<file path="config.mk">
export PLATFORM = sky130hd
export DESIGN_NAME = clkdiv_banks
export DESIGN_NICKNAME = d
export VERILOG_FILES = /design/src/rtl/clkdiv_pkg.sv /design/src/rtl/clkdiv_src_sel.sv /design/src/rtl/clkdiv_prediv.sv /design/src/rtl/clkdiv_half_div.sv /design/src/rtl/clkdiv_banks.sv
export SDC_FILE = /design/constraint.sdc
export NUM_CORES = 1
export LEC_CHECK = 0
export ABC_AREA = 1
export BUFFER_PORTS_ARGS = -buffer_cell sky130_fd_sc_hd__buf_2
export CAP_MARGIN = 10
export CORE_MARGIN = 2
export CORE_UTILIZATION = 60
export DETAILED_ROUTE_END_ITERATION = 8
export GPL_TIMING_DRIVEN = 0
export PLACE_DENSITY = 0.88
export SLEW_MARGIN = 20
export SYNTH_ARGS = -nofsm -noshare
export SYNTH_HDL_FRONTEND = slang
export SYNTH_HIERARCHICAL = 1
export SYNTH_SLANG_ARGS = --single-unit
</file>
<file path="constraint.sdc">
create_clock -name clk -period 4.9 [get_ports clk]
set_clock_uncertainty 0.1 [all_clocks]
set_input_delay 0.98 -clock clk [delete_from_list [all_inputs] [get_ports clk]]
set_output_delay 0.98 -clock clk [all_outputs]
set_load 0.005 [all_outputs]
</file>
<file path="src/rtl/clkdiv_pkg.sv">
`timescale 1ns/1ps
package clkdiv_pkg;
    // Widest half-period count (feedback /12 toggles every 6 edges)
    localparam int HALF_MAX = 6;
    localparam int HALF_W   = $clog2(HALF_MAX + 1);
    localparam int PRE_W    = 2;

    typedef logic [HALF_W-1:0] half_t;

    // Bank A/B half-period, counted in pre-divider strobes
    function automatic half_t half_ab(input logic sel);
        return sel ? half_t'(2) : half_t'(1);
    endfunction

    // Bank C half-period, counted in pre-divider strobes
    function automatic half_t half_c(input logic sel);
        return sel ? half_t'(3) : half_t'(2);
    endfunction

    // Feedback half-period, counted in source edges
    function automatic half_t half_fb(input logic [1:0] sel);
        case (sel)
            2'b00:   return half_t'(2);
            2'b01:   return half_t'(3);
            2'b10:   return half_t'(4);
            default: return half_t'(6);
        endcase
    endfunction
endpackage

</file>
<file path="src/rtl/clkdiv_src_sel.sv">
`timescale 1ns/1ps
module clkdiv_src_sel (
    input  logic pll_en,
    input  logic ref_sel,
    input  logic vco_tick,
    input  logic ref0_tick,
    input  logic ref1_tick,
    output logic src_tick
);
    logic ref_tick;

    always_comb begin
        ref_tick = ref_sel ? ref1_tick : ref0_tick;
        src_tick = pll_en ? vco_tick : ref_tick;
    end
endmodule

</file>
<file path="src/rtl/clkdiv_prediv.sv">
`timescale 1ns/1ps
module clkdiv_prediv
    import clkdiv_pkg::*;
(
    input  logic clk,
    input  logic mr_n,
    input  logic src_tick,
    input  logic pre_sel,
    output logic pre_tick
);
    typedef struct packed {
        logic [PRE_W-1:0] cnt;
    } pre_st_t;

    pre_st_t st_d, st_q;

    always_comb begin
        st_d     = st_q;
        pre_tick = 1'b0;
        if (src_tick) begin
            if (st_q.cnt == '0) begin
                pre_tick   = 1'b1;
                // factor is sampled only at the wrap point
                st_d.cnt   = pre_sel ? PRE_W'(3) : PRE_W'(1);
            end else begin
                st_d.cnt   = st_q.cnt - PRE_W'(1);
            end
        end
    end

    always_ff @(posedge clk or negedge mr_n) begin
        if (!mr_n) st_q <= '0;
        else       st_q <= st_d;
    end
endmodule

</file>
<file path="src/rtl/clkdiv_half_div.sv">
`timescale 1ns/1ps
module clkdiv_half_div #(
    parameter int CW = 3
) (
    input  logic          clk,
    input  logic          mr_n,
    input  logic          adv,
    input  logic [CW-1:0] half_nxt,
    input  logic          run,
    output logic          clk_o
);
    localparam logic [CW-1:0] ONE = CW'(1);

    typedef struct packed {
        logic [CW-1:0] cnt;
        logic [CW-1:0] half;
        logic          phase;
        logic          gate;
        logic          out;
    } div_st_t;

    div_st_t st_d, st_q;

    always_comb begin
        st_d = st_q;
        if (adv) begin
            if (st_q.cnt == '0) begin
                if (!st_q.phase) begin
                    // rising boundary: take new ratio and stop state
                    st_d.half  = half_nxt;
                    st_d.cnt   = half_nxt - ONE;
                    st_d.phase = 1'b1;
                    st_d.gate  = run;
                end else begin
                    st_d.cnt   = st_q.half - ONE;
                    st_d.phase = 1'b0;
                end
            end else begin
                st_d.cnt = st_q.cnt - ONE;
            end
        end
        st_d.out = st_d.phase & st_d.gate;
    end

    always_ff @(posedge clk or negedge mr_n) begin
        if (!mr_n) st_q <= '0;
        else       st_q <= st_d;
    end

    assign clk_o = st_q.out;
endmodule

</file>
<file path="src/rtl/clkdiv_banks.sv">
`timescale 1ns/1ps
module clkdiv_banks
    import clkdiv_pkg::*;
#(
    parameter int NA = 5,
    parameter int NB = 5,
    parameter int NC = 4
) (
    input  logic          clk,
    input  logic          mr_n,
    input  logic          vco_tick,
    input  logic          ref0_tick,
    input  logic          ref1_tick,
    input  logic          pll_en,
    input  logic          ref_sel,
    input  logic          pre_sel,
    input  logic          sel_a,
    input  logic          sel_b,
    input  logic          sel_c,
    input  logic [1:0]    fb_sel,
    input  logic          stop_n,
    output logic [NA-1:0] qa,
    output logic [NB-1:0] qb,
    output logic [NC-1:0] qc,
    output logic          fb_out
);
    localparam int NBANK = 3;

    logic  src_tick;
    logic  pre_tick;
    half_t bank_half [NBANK];
    logic  [NBANK-1:0] bank_clk;

    clkdiv_src_sel u_src (
        .pll_en    (pll_en),
        .ref_sel   (ref_sel),
        .vco_tick  (vco_tick),
        .ref0_tick (ref0_tick),
        .ref1_tick (ref1_tick),
        .src_tick  (src_tick)
    );

    clkdiv_prediv u_pre (
        .clk      (clk),
        .mr_n     (mr_n),
        .src_tick (src_tick),
        .pre_sel  (pre_sel),
        .pre_tick (pre_tick)
    );

    always_comb begin
        bank_half[0] = half_ab(sel_a);
        bank_half[1] = half_ab(sel_b);
        bank_half[2] = half_c(sel_c);
    end

    for (genvar g = 0; g < NBANK; g++) begin : g_bank
        clkdiv_half_div #(.CW(HALF_W)) u_div (
            .clk      (clk),
            .mr_n     (mr_n),
            .adv      (pre_tick),
            .half_nxt (bank_half[g]),
            .run      (stop_n),
            .clk_o    (bank_clk[g])
        );
    end

    clkdiv_half_div #(.CW(HALF_W)) u_fb (
        .clk      (clk),
        .mr_n     (mr_n),
        .adv      (src_tick),
        .half_nxt (half_fb(fb_sel)),
        .run      (1'b1),
        .clk_o    (fb_out)
    );

    assign qa = {NA{bank_clk[0]}};
    assign qb = {NB{bank_clk[1]}};
    assign qc = {NC{bank_clk[2]}};
endmodule

</file>
==> results of run 1 <==
## metrics by stage
step                      cells    util  power (µW)  worst slack (ps)  instance area (µm²)
after global routing        388  0.7221        1749              2012                 2624
after floorplan             304       -        1114              2149                 2283
after global placement      380  0.6835        1246              1705                 2484
final                       388  0.7221        1594              2271                 2624
after detailed placement    380  0.6835        1282              1633                 2484
after CTS                   388  0.7214        1609              1943                 2621
## routing by layer
layer / global-route usage / share of wire / up-vias
met5: 0 / 0 / -
met4: 0.08854 / 0.016 / 0
met3: 0.05651 / 0.043 / 5
met2: 0.3546 / 0.49 / 30
met1: 0.2424 / 0.45 / 795
li1: - / - / 966
## worst register-to-register path, delay by kind of cell (launching register included)
family	cells	cell delay [ps]
simple gates	5	960
flops	1	410
buf+inv	2	200
compound gates	1	90
## cell usage in the layout, fill, tap and decap left out, drive strengths merged
master  count
nand2      96
inv        60
buf        43
dfrtp      38
o21ai      28
nor2       19
nand3      18
a21oi       8
conb        8
clkbuf      6
nand3b      4
o21bai      4
ha          4
bufinv      2
clkinv      1
xor2        1
## area by class of cell
type | instances | area (µm²) | share of cell area
multi-input combinational | 190 | 993.5 | 0.3786
clock buffer | 5 | 68.82 | 0.02623
tap | 48 | 60.06 | 0.02289
timing repair buffer | 28 | 140.1 | 0.05341
buffer | 16 | 116.4 | 0.04435
sequential | 38 | 950.9 | 0.3624
inverter | 60 | 225.2 | 0.08584
clock inverter | 3 | 68.82 | 0.02623
## worst max path at each step
stage	from	to	cells after the start
2_1_floorplan	ref1_tick	g_bank[0].u_div/clk_o	12
3_3_place_gp	ref_sel	g_bank[2].u_div/clk_o	12
3_5_place_dp	ref_sel	g_bank[2].u_div/st_q[3]	12
4_1_cts	ref_sel	g_bank[2].u_div/st_q[3]	12
5_1_grt	ref_sel	g_bank[1].u_div/st_q[3]	11
6_report	ref_sel	g_bank[2].u_div/st_q[3]	11
## power by group
| part | switching [µW] | total, µW | internal [µW] |
|---|---|---|---|
| Sequential | 101 | 559 | 458 |
| Combinational | 412 | 715 | 303 |
| Clock | 116 | 320 | 204 |
| Total | 629 | 1590 | 965 |
## logic make-up after synthesis
logic type,synth area share
AND/OR/NAND/NOR,0.3060
XOR/XNOR,0.003875
flip-flops,0.4206
other,0.003322
adder cells (fa/ha/maj),0.02214
buffers and inverters,0.1511
AO/OA/AOI/OAI,0.09297
## state kept, by name, summed over array words and instances (netlist names)
register            flops
g_bank.u_div/st_q      24
u_fb/st_q               8
u_fb/clk_o              1
u_pre/st_q              2
g_bank.u_div/clk_o      3
==> impl_metrics.csv, run 1 <==
group,metric,value,unit
worst_setup_path,path_delay_family,"simple AND/OR/NAND/NOR gates",
power_and_ir_drop,peakVddDrop,0.0003464,V
yosys,synth.area.top_cells,"dfrtp_1 42%, nand2_1 14%, inv_1 8.6%, o21ai_0 6.2%, buf_4 5.0%",
clock_network,clkTransAtPathRegs,70,ps
worst_setup_path,cp_max_fo,18,
global_route,grt_max_degree,39,
yosys,synth_top_area_frac,0.4206,
outcome,status,"finished clean",
yosys,ys_async_sr_fraction,1.000,
route,vias,1796,
worst_setup_path,crit_chain,"buf_2, nand2_1, nand3_1, nand2_1, nand2_1, nor2_2, inv_2, nor2_4, nand2_4, nand2_1, o21ai_0",
layout,areaGrowthSynthToFinish,16.05,%
worst_setup_path,cp_num_buf_inv,2,
yosys,synth.most_common_cell,"nand2_1",
floorplan,placeableCoreArea,3633,µm²
clock_network,cts_buffers,5,
worst_setup_path,rrSetupSlack,3030,ps
yosys,syn-cell-area,2261,µm²
placed_design,dpl.hpwl,2737,µm
worst_hold_path,worstHoldStart,"u_fb/st_q[3]",
worst_setup_path,start_kind,"input pin",
floorplan,die_h,65.39,µm
worst_setup_path,endpoint_kind,"register",
layout,num_antenna_cells,0,
timing,fin_setup_tns,0,ps
clock_network,post_cts_resized,0,
yosys,yosysTopAreaCell,"dfrtp_1",
clock_network,root_buffer,"clkbuf_8",
timing,rsz0062_at_grt,"false",
floorplan,rows,22,
layout,drive_gt1_frac,0.2471,
yosys,synth_ff_type,"dfrtp_1",
yosys,synth_edf_count,0,
clock_network,cts_hold_buffers,0,
clock_network,cts.path.max_buffers,2,
clock_network,clock_latency,300,ps
placed_design,place.gp.congestion,0.7783,
yosys,yosys.cell_types.count,19,
global_route,grt_antenna_before_repair,0,
route,drc_errors,0,
timing,fin_crit,2629,ps
layout,n_fill_cell,283,
route,finalWirelength,3674,µm
layout,layout.nets,357,
route,wl_per_cell,9.469,µm
route,drt_first_pass_iters,4,
timing,fmax,0.3803,GHz
yosys,syn_inst,298,
worst_setup_path,critPathKind,"input pin to register",
worst_setup_path,slowest_delay,560,ps
yosys,ys_warn_count,6,
route,postRouteAntennaNets,0,
clock_network,cts_max_level,2,
timing,drv_slew,0,
timing,relSlewSlack,0.4445,
timing,setup_viol_count_final,0,
run,cap_violations,0,
yosys,synth-seq-area-share,0.4206,
floorplan,dieArea,4275,µm²
floorplan,io-pin-count,29,
worst_setup_path,worst_ep_arrival_time,2700,ps
timing,hold_viol,0,
timing,worst_pin_slew,833.3,ps
yosys,postSynthAreaPerCell,7.587,µm²
clock_network,cts_setup_buffers,0,
global_route,grt_overflow,0,
worst_hold_path,min_to,"u_fb/st_q[3]",
power_and_ir_drop,leakagePower,0.001498,µW
floorplan,die_w,65.39,µm
worst_hold_path,hold_class,"register to register",
worst_setup_path,regToRegEndpoint,"g_bank[2].u_div/st_q[3]",
worst_setup_path,r2r-start,"u_pre/st_q[0]",
clock_network,cts_sinks,38,
route,drt_iter0_drc,92,
worst_hold_path,hold_path_depth,2,
worst_setup_path,reg2reg_depth,8,
timing,whs,390.7,ps
placed_design,port_buffers,28,
power_and_ir_drop,powerDensity,607.6,nW/µm²
worst_setup_path,crit_path_top_delay_cell,"nor2_2",
yosys,synthTopCellsByCount,"84 x nand2_1, 52 x inv_1, 38 x dfrtp_1",
worst_setup_path,path_common_cell,"nand2_1",
yosys,synth_seq_cells,38,
floorplan,start_util,0.6222,
clock_network,cts_tree,"built",
global_route,grt_first_pass_wirelength,6796,µm
global_route,grt_pass1_vias,1655,
worst_setup_path,cp.required,4970,ps
route,via_per_inst,4.629,
timing,post-route-period-util,0.5366,
global_route,grt_usage,0.2066,
Note: power is estimated with default switching activity, not from simulation.
==> run 2, diff against run 1 <==
- CORE_UTILIZATION: 60 -> 58
- PLACE_DENSITY: 0.88 -> 0.86
- clock period: 4.9 -> 2.6 ns (I/O delays scaled with it)
==> run 2 against run 1 <==
  * Combinational power up 89%
  * Cell area shrank 2.3%
  * Non-clock buffer count unchanged
  * Wire length increased by 0.68%
  * Flip-flop and latch count stayed put
  * Highest routed layer unchanged
==> impl_metrics.csv, run 2 (synthesized netlist as in run 1, its figures left out) <==
group,metric,value,unit
power_and_ir_drop,leakagePower,0.001468,µW
worst_setup_path,rrSetupSlack,750,ps
placed_design,place_area,2484,µm²
global_route,grt_max_degree,39,
global_route,grt_pass1_vias,1674,
route,postRouteAntennaNets,0,
layout,num_antenna_cells,0,
timing,setup_viol_count_final,0,
layout,layout.nets,357,
layout,mostFrequentLayoutCells,"84 x nand2_1, 52 x inv_1, 38 x dfrtp_1, 28 x o21ai_0, 28 x buf_2",
worst_hold_path,hold_class,"input pin to async pin",
timing,drv_slew,0,
route,finalWirelength,3699,µm
global_route,grt_first_pass_wirelength,6748,µm
worst_setup_path,path_common_cell,"nand2_1",
placed_design,dpl.hpwl,2803,µm
worst_setup_path,worst_ep_arrival_time,2210,ps
floorplan,io-pin-count,29,
clock_network,post_cts_resized,0,
floorplan,start_util,0.6084,
worst_setup_path,crit_chain,"buf_2, inv_1, nand2_1, nand3_1, nand2_1, nand2_1, nor2_2, inv_2, nor2_4, nand2_4, nand2_1, o21ai_0",
placed_design,pre_cts_ws,-151.5,ps
clock_network,cts_max_level,2,
clock_network,clkTransAtPathRegs,70,ps
route,drt_iter0_drc,115,
floorplan,rows,22,
route,drc_errors,0,
timing,hold_viol,0,
timing,post-route-period-util,0.8278,
layout,areaGrowthSynthToFinish,13.34,%
route,drt_first_pass_iters,4,
power_and_ir_drop,powerDensity,1086,nW/µm²
clock_network,root_buffer,"clkbuf_8",
route,wl_per_cell,9.558,µm
layout,final_cell_area,2562,µm²
timing,setup_ws,447.8,ps
placed_design,place.gp.congestion,0.8088,
route,via_per_inst,4.705,
clock_network,cts_buffers,5,
worst_setup_path,critPathKind,"input pin to register",
worst_setup_path,cp_num_buf_inv,3,
worst_setup_path,cp.required,2660,ps
layout,largest_reg_flops,24,
clock_network,clock_latency,280,ps
timing,rsz0062_at_grt,"false",
timing,relSlewSlack,0.4553,
worst_setup_path,regToRegEndpoint,"g_bank[2].u_div/st_q[4]",
clock_network,cts.path.max_buffers,2,
worst_setup_path,crit_path_top_delay_cell,"nor2_2",
timing,worst_pin_slew,817.0,ps
outcome,status,"finished clean",
worst_setup_path,start_kind,"input pin",
global_route,grt_antenna_before_repair,0,
floorplan,die_w,66.44,µm
clock_network,cts_tree,"built",
timing,fin_crit,2152,ps
clock_network,cts_sinks,38,
worst_setup_path,slowest_delay,560,ps
floorplan,dieArea,4414,µm²
layout,top_register,"g_bank.u_div/st_q",
global_route,grt_usage,0.2005,
run,cap_violations,0,
layout,layout_commonest_cell,"nand2_1",
timing,fin_setup_tns,0,ps
worst_setup_path,reg2reg_depth,8,
global_route,grt_overflow,0,
worst_setup_path,endpoint_kind,"register",
power_and_ir_drop,peakVddDrop,0.0006758,V
floorplan,placeableCoreArea,3716,µm²
layout,instances_no_fill,387,
worst_setup_path,cp_max_fo,18,
placed_design,dp.cells,380,
worst_setup_path,path_delay_family,"simple AND/OR/NAND/NOR gates",
worst_setup_path,r2r-start,"u_pre/st_q[0]",
layout,final_util,0.6896,
timing,fmax,0.4646,GHz
clock_network,cts_setup_buffers,0,
layout,drive_gt1_frac,0.2389,
placed_design,port_buffers,28,
floorplan,die_h,66.44,µm
clock_network,cts_hold_buffers,0,
route,vias,1821,
run 2: per-stage QoR:
| stage | hold slack (ps) | power (µW) |
|---|---|---|
| finish | 225.4 | 2783 |
| global route | 299.9 | 3077 |
| CTS | 255.0 | 2805 |
| detailed placement | 373.5 | 2420 |
| global placement | 367.3 | 2352 |
| floorplan | 124.4 | 2100 |
run 2: final cells by class:
type | instances | area (µm²)
buffer | 16 | 116.4
clock buffer | 7 | 76.32
fill | 315 | 1154
inverter | 60 | 225.2
multi-input combinational | 190 | 993.5
sequential | 38 | 950.9
tap | 48 | 60.06
timing repair buffer | 28 | 140.1
run 2: worst max-delay path by stage:
stage	slack (ps)	cells past startpoint	to	startpoint
5_1_grt	130	11	g_bank[0].u_div/st_q[4]	ref_sel
3_5_place_dp	-150	13	g_bank[0].u_div/clk_o	ref_sel
4_1_cts	140	12	g_bank[2].u_div/st_q[4]	ref_sel
2_1_floorplan	310	12	g_bank[0].u_div/clk_o	ref1_tick
6_report	450	12	g_bank[2].u_div/st_q[4]	ref_sel
3_3_place_gp	-140	12	g_bank[2].u_div/clk_o	ref_sel
run 2: metal layers:
metal  global-route usage  part of all wire
met5                    0                 0
met4              0.05357             0.011
met3              0.06133             0.040
met2               0.3613              0.50
met1               0.2281              0.45
run 2: report_power, final:
group	total, µW	leakage [µW]	internal (µW)	switching [µW]
logic	1350	0.000963	571	781
registers	1060	0.000466	864	192
clock network	375	0.0000383	185	191
total	2780	0.00147	1620	1160
==> run 3, diff against run 2 <==
- ABC_AREA: 1 -> 0
- CORE_UTILIZATION: 58 -> 51
- PLACE_DENSITY: 0.86 -> 0.81
- clock period: 2.6 -> 1.9 ns (I/O delays scaled with it)
==> run 3 against run 2 <==
  * Via count shrank 23%
  * Synthesized cell count shrank 42%
  * Flip-flop and latch count is the same
  * Global-route usage shrank 2.0 points
  * Utilization shrank 5.6 points
  * Critical path depth shrank 4
  * Die area grew 5.7%
  * Cell area shrank 1.1%
  * Hold slack lost 160 ps
  * Largest cell class unchanged
  * Largest power group unchanged
==> impl_metrics.csv, run 3 <==
group,metric,value,unit
outcome,status,"finished clean",
global_route,grt_overflow,0,
yosys,ys_async_sr_fraction,1.000,
power_and_ir_drop,seqPwrFrac,0.419,
clock_network,cts.path.max_buffers,2,
worst_setup_path,cp_max_fo,6,
layout,areaGrowthSynthToFinish,20.24,%
yosys,synth_edf_count,0,
power_and_ir_drop,leakagePower,0.001256,µW
floorplan,io-pin-count,29,
worst_setup_path,cp_num_buf_inv,1,
route,vias,1406,
yosys,synth-seq-area-share,0.4510,
route,drt_iter0_drc,35,
power_and_ir_drop,p_int,2517,µW
layout,n_fill_cell,337,
global_route,grt_pass1_vias,1391,
yosys,syn-cell-area,2108,µm²
route,drt_first_pass_iters,4,
yosys,yosysTopAreaCell,"dfrtp_1",
timing,hold_viol,0,
worst_setup_path,path_common_cell,"and2b_4",
clock_network,cts_sinks,38,
layout,mostFrequentLayoutCells,"38 x dfrtp_1, 32 x buf_2, 23 x buf_4, 17 x mux2_4, 13 x nand2_1",
worst_hold_path,hold_class,"input pin to async pin",
floorplan,die_w,68.30,µm
clock_network,clkTransAtPathRegs,80,ps
floorplan,placeableCoreArea,4000,µm²
worst_setup_path,start_kind,"input pin",
yosys,postSynthAreaPerCell,12.26,µm²
timing,whs,69.50,ps
timing,post-route-period-util,0.9680,
route,drc_errors,0,
global_route,grtUsageMet2,0.2998,
layout,layout.nets,245,
route,wl_per_cell,12.61,µm
layout,final_cell_area,2535,µm²
yosys,synth_seq_cells,38,
global_route,grt_busiest_layer,"met2",
yosys,synth_top_area_frac,0.4510,
clock_network,root_buffer,"clkbuf_8",
timing,setup_viol_count_final,0,
worst_setup_path,crit_path_top_delay_cell,"mux2_4",
timing,drv_slew,0,
layout,layout_commonest_cell,"dfrtp_1",
run,cap_violations,0,
clock_network,cts_max_level,2,
layout,largest_reg_flops,24,
timing,fin_setup_tns,0,ps
worst_setup_path,endpoint_kind,"register",
global_route,grt_usage,0.1809,
power_and_ir_drop,sw_frac_of_total,0.3407,
yosys,syn_inst,172,
global_route,grt_first_pass_wirelength,6037,µm
worst_setup_path,slowest_delay,310,ps
placed_design,port_buffers,28,
floorplan,die_h,68.30,µm
power_and_ir_drop,peakVddDrop,0.0008542,V
global_route,grt_max_degree,39,
layout,final_util,0.6337,
placed_design,place_area,2346,µm²
route,via_per_inst,5.058,
power_and_ir_drop,p_total,3818,µW
power_and_ir_drop,p_comb_frac,0.429,
worst_setup_path,critPathKind,"input pin to register",
layout,drive_gt1_frac,0.4561,
timing,relSlewSlack,0.4597,
placed_design,dpl.hpwl,2420,µm
route,finalWirelength,3506,µm
layout,top_register,"g_bank.u_div/st_q",
route,postRouteAntennaNets,0,
power_and_ir_drop,p_clk_frac,0.152,
clock_network,cts_buffers,5,
floorplan,dieArea,4664,µm²
timing,fin_crit,1839,ps
worst_setup_path,worst_ep_arrival_time,1930,ps
floorplan,rows,23,
layout,num_antenna_cells,0,
yosys,synthTopCellsByCount,"38 x dfrtp_1, 17 x mux2_4, 13 x nand2_1",
timing,fmax,0.5437,GHz
floorplan,start_util,0.5271,
worst_setup_path,cp.required,1990,ps
yosys,synth_ff_type,"dfrtp_1",
power_and_ir_drop,powerDensity,1506,nW/µm²
clock_network,clock_latency,300,ps
timing,worst_pin_slew,810.4,ps
worst_setup_path,crit_chain,"buf_2, mux2i_1, o21ai_2, nor2b_4, and2b_4, nor4b_4, and2b_4, mux2_4",
global_route,met1_usage,0.2122,
power_and_ir_drop,power_switching,1301,µW
clock_network,cts_tree,"built",
placed_design,place.gp.congestion,0.7348,
global_route,grtUsageMet3,0.03947,
yosys,yosys.cell_types.count,27,
global_route,grt_antenna_before_repair,0,
worst_setup_path,path_delay_family,"simple AND/OR/NAND/NOR gates",
yosys,synth.area.top_cells,"dfrtp_1 45%, mux2_4 12%, mux2_2 6.4%, nor4b_4 4.5%, mux2i_1 4.3%",
yosys,synth.most_common_cell,"dfrtp_1",
yosys,ys_warn_count,6,
## run 3: layout make-up
cell class	instances	area, µm²	area share
Clock inverter	2	12.51	0.004936
Tap cell	50	62.56	0.02468
Multi-Input combinational cell	120	1067	0.4210
Buffer	16	106.4	0.04195
Inverter	6	22.52	0.008885
Timing Repair Buffer	40	230.2	0.09082
Sequential cell	38	950.9	0.3751
Clock buffer	6	82.58	0.03258
## run 3: cells by family after synthesis
logic type / after synthesis / share of synthesized area
AO/OA/AOI/OAI: 13 / 0.04273
XOR/XNOR: 5 / 0.02077
adder cells (fa/ha/maj): 4 / 0.02374
buffers and inverters: 22 / 0.06113
flip-flops: 38 / 0.4510
multiplexers: 38 / 0.2279
other: 2 / 0.003562
AND/OR/NAND/NOR: 50 / 0.1691
## run 3: final timing paths
check	startpoint	to	slack, ps	depth (start not counted)
min reg2reg	g_bank[2].u_div/st_q[3]	g_bank[2].u_div/st_q[3]	410	1
max in group asynchronous	mr_n	g_bank[2].u_div/clk_o	1120	1
min	mr_n	g_bank[0].u_div/st_q[3]	70	1
min in group clk	sel_b	g_bank[1].u_div/st_q[4]	240	2
max	ref_sel	g_bank[1].u_div/st_q[1]	60	8
max reg2reg	g_bank[1].u_div/st_q[2]	g_bank[1].u_div/st_q[8]	120	7
## run 3: what timing repair did
item                       in CTS  in global routing
hold buffers                    0                  0
gates resized for setup         0                  1
setup buffers                   6                  6
pin swaps                       1                  1
hold endpoints to repair        0                  0
gates cloned                    0                  0
setup endpoints to repair      15                 12
## run 3: power by group through the flow
stage,combinational (µW),sequential [µW],clock [µW]
after global routing,1830,1670,646
after floorplan,1260,1530,0
final,1640,1600,581
after CTS,1620,1600,606
after global placement,1530,1580,0
after detailed placement,1580,1610,0
## run 3: worst reg2reg max path, delay by kind of cell (launching register included)
kind | cells | cell delay, ps
AO/OA/AOI/OAI | 2 | 360
AND/OR/NAND/NOR | 2 | 220
adder cells (fa/ha/maj) | 1 | 200
multiplexers | 1 | 340
flip-flops | 1 | 330
buffers and inverters | 1 | 160
## run 3: routing by layer
layer  share of wire  wire, µm  vias to the layer above
met4           0.020        70                        0
met2            0.50      1769                       31
met3           0.041       145                        8
met1            0.43      1520                      680
li1                -         -                      687
met5               0         0                        -
## run 3: stage by stage
step / std cells / worst slack, ps
3_3_place_gp: 258 / -628.2
3_5_place_dp: 258 / -669.2
5_1_grt: 278 / -19.26
4_1_cts: 272 / 17.99
2_1_floorplan: 180 / -330.7
6_report: 278 / 60.86
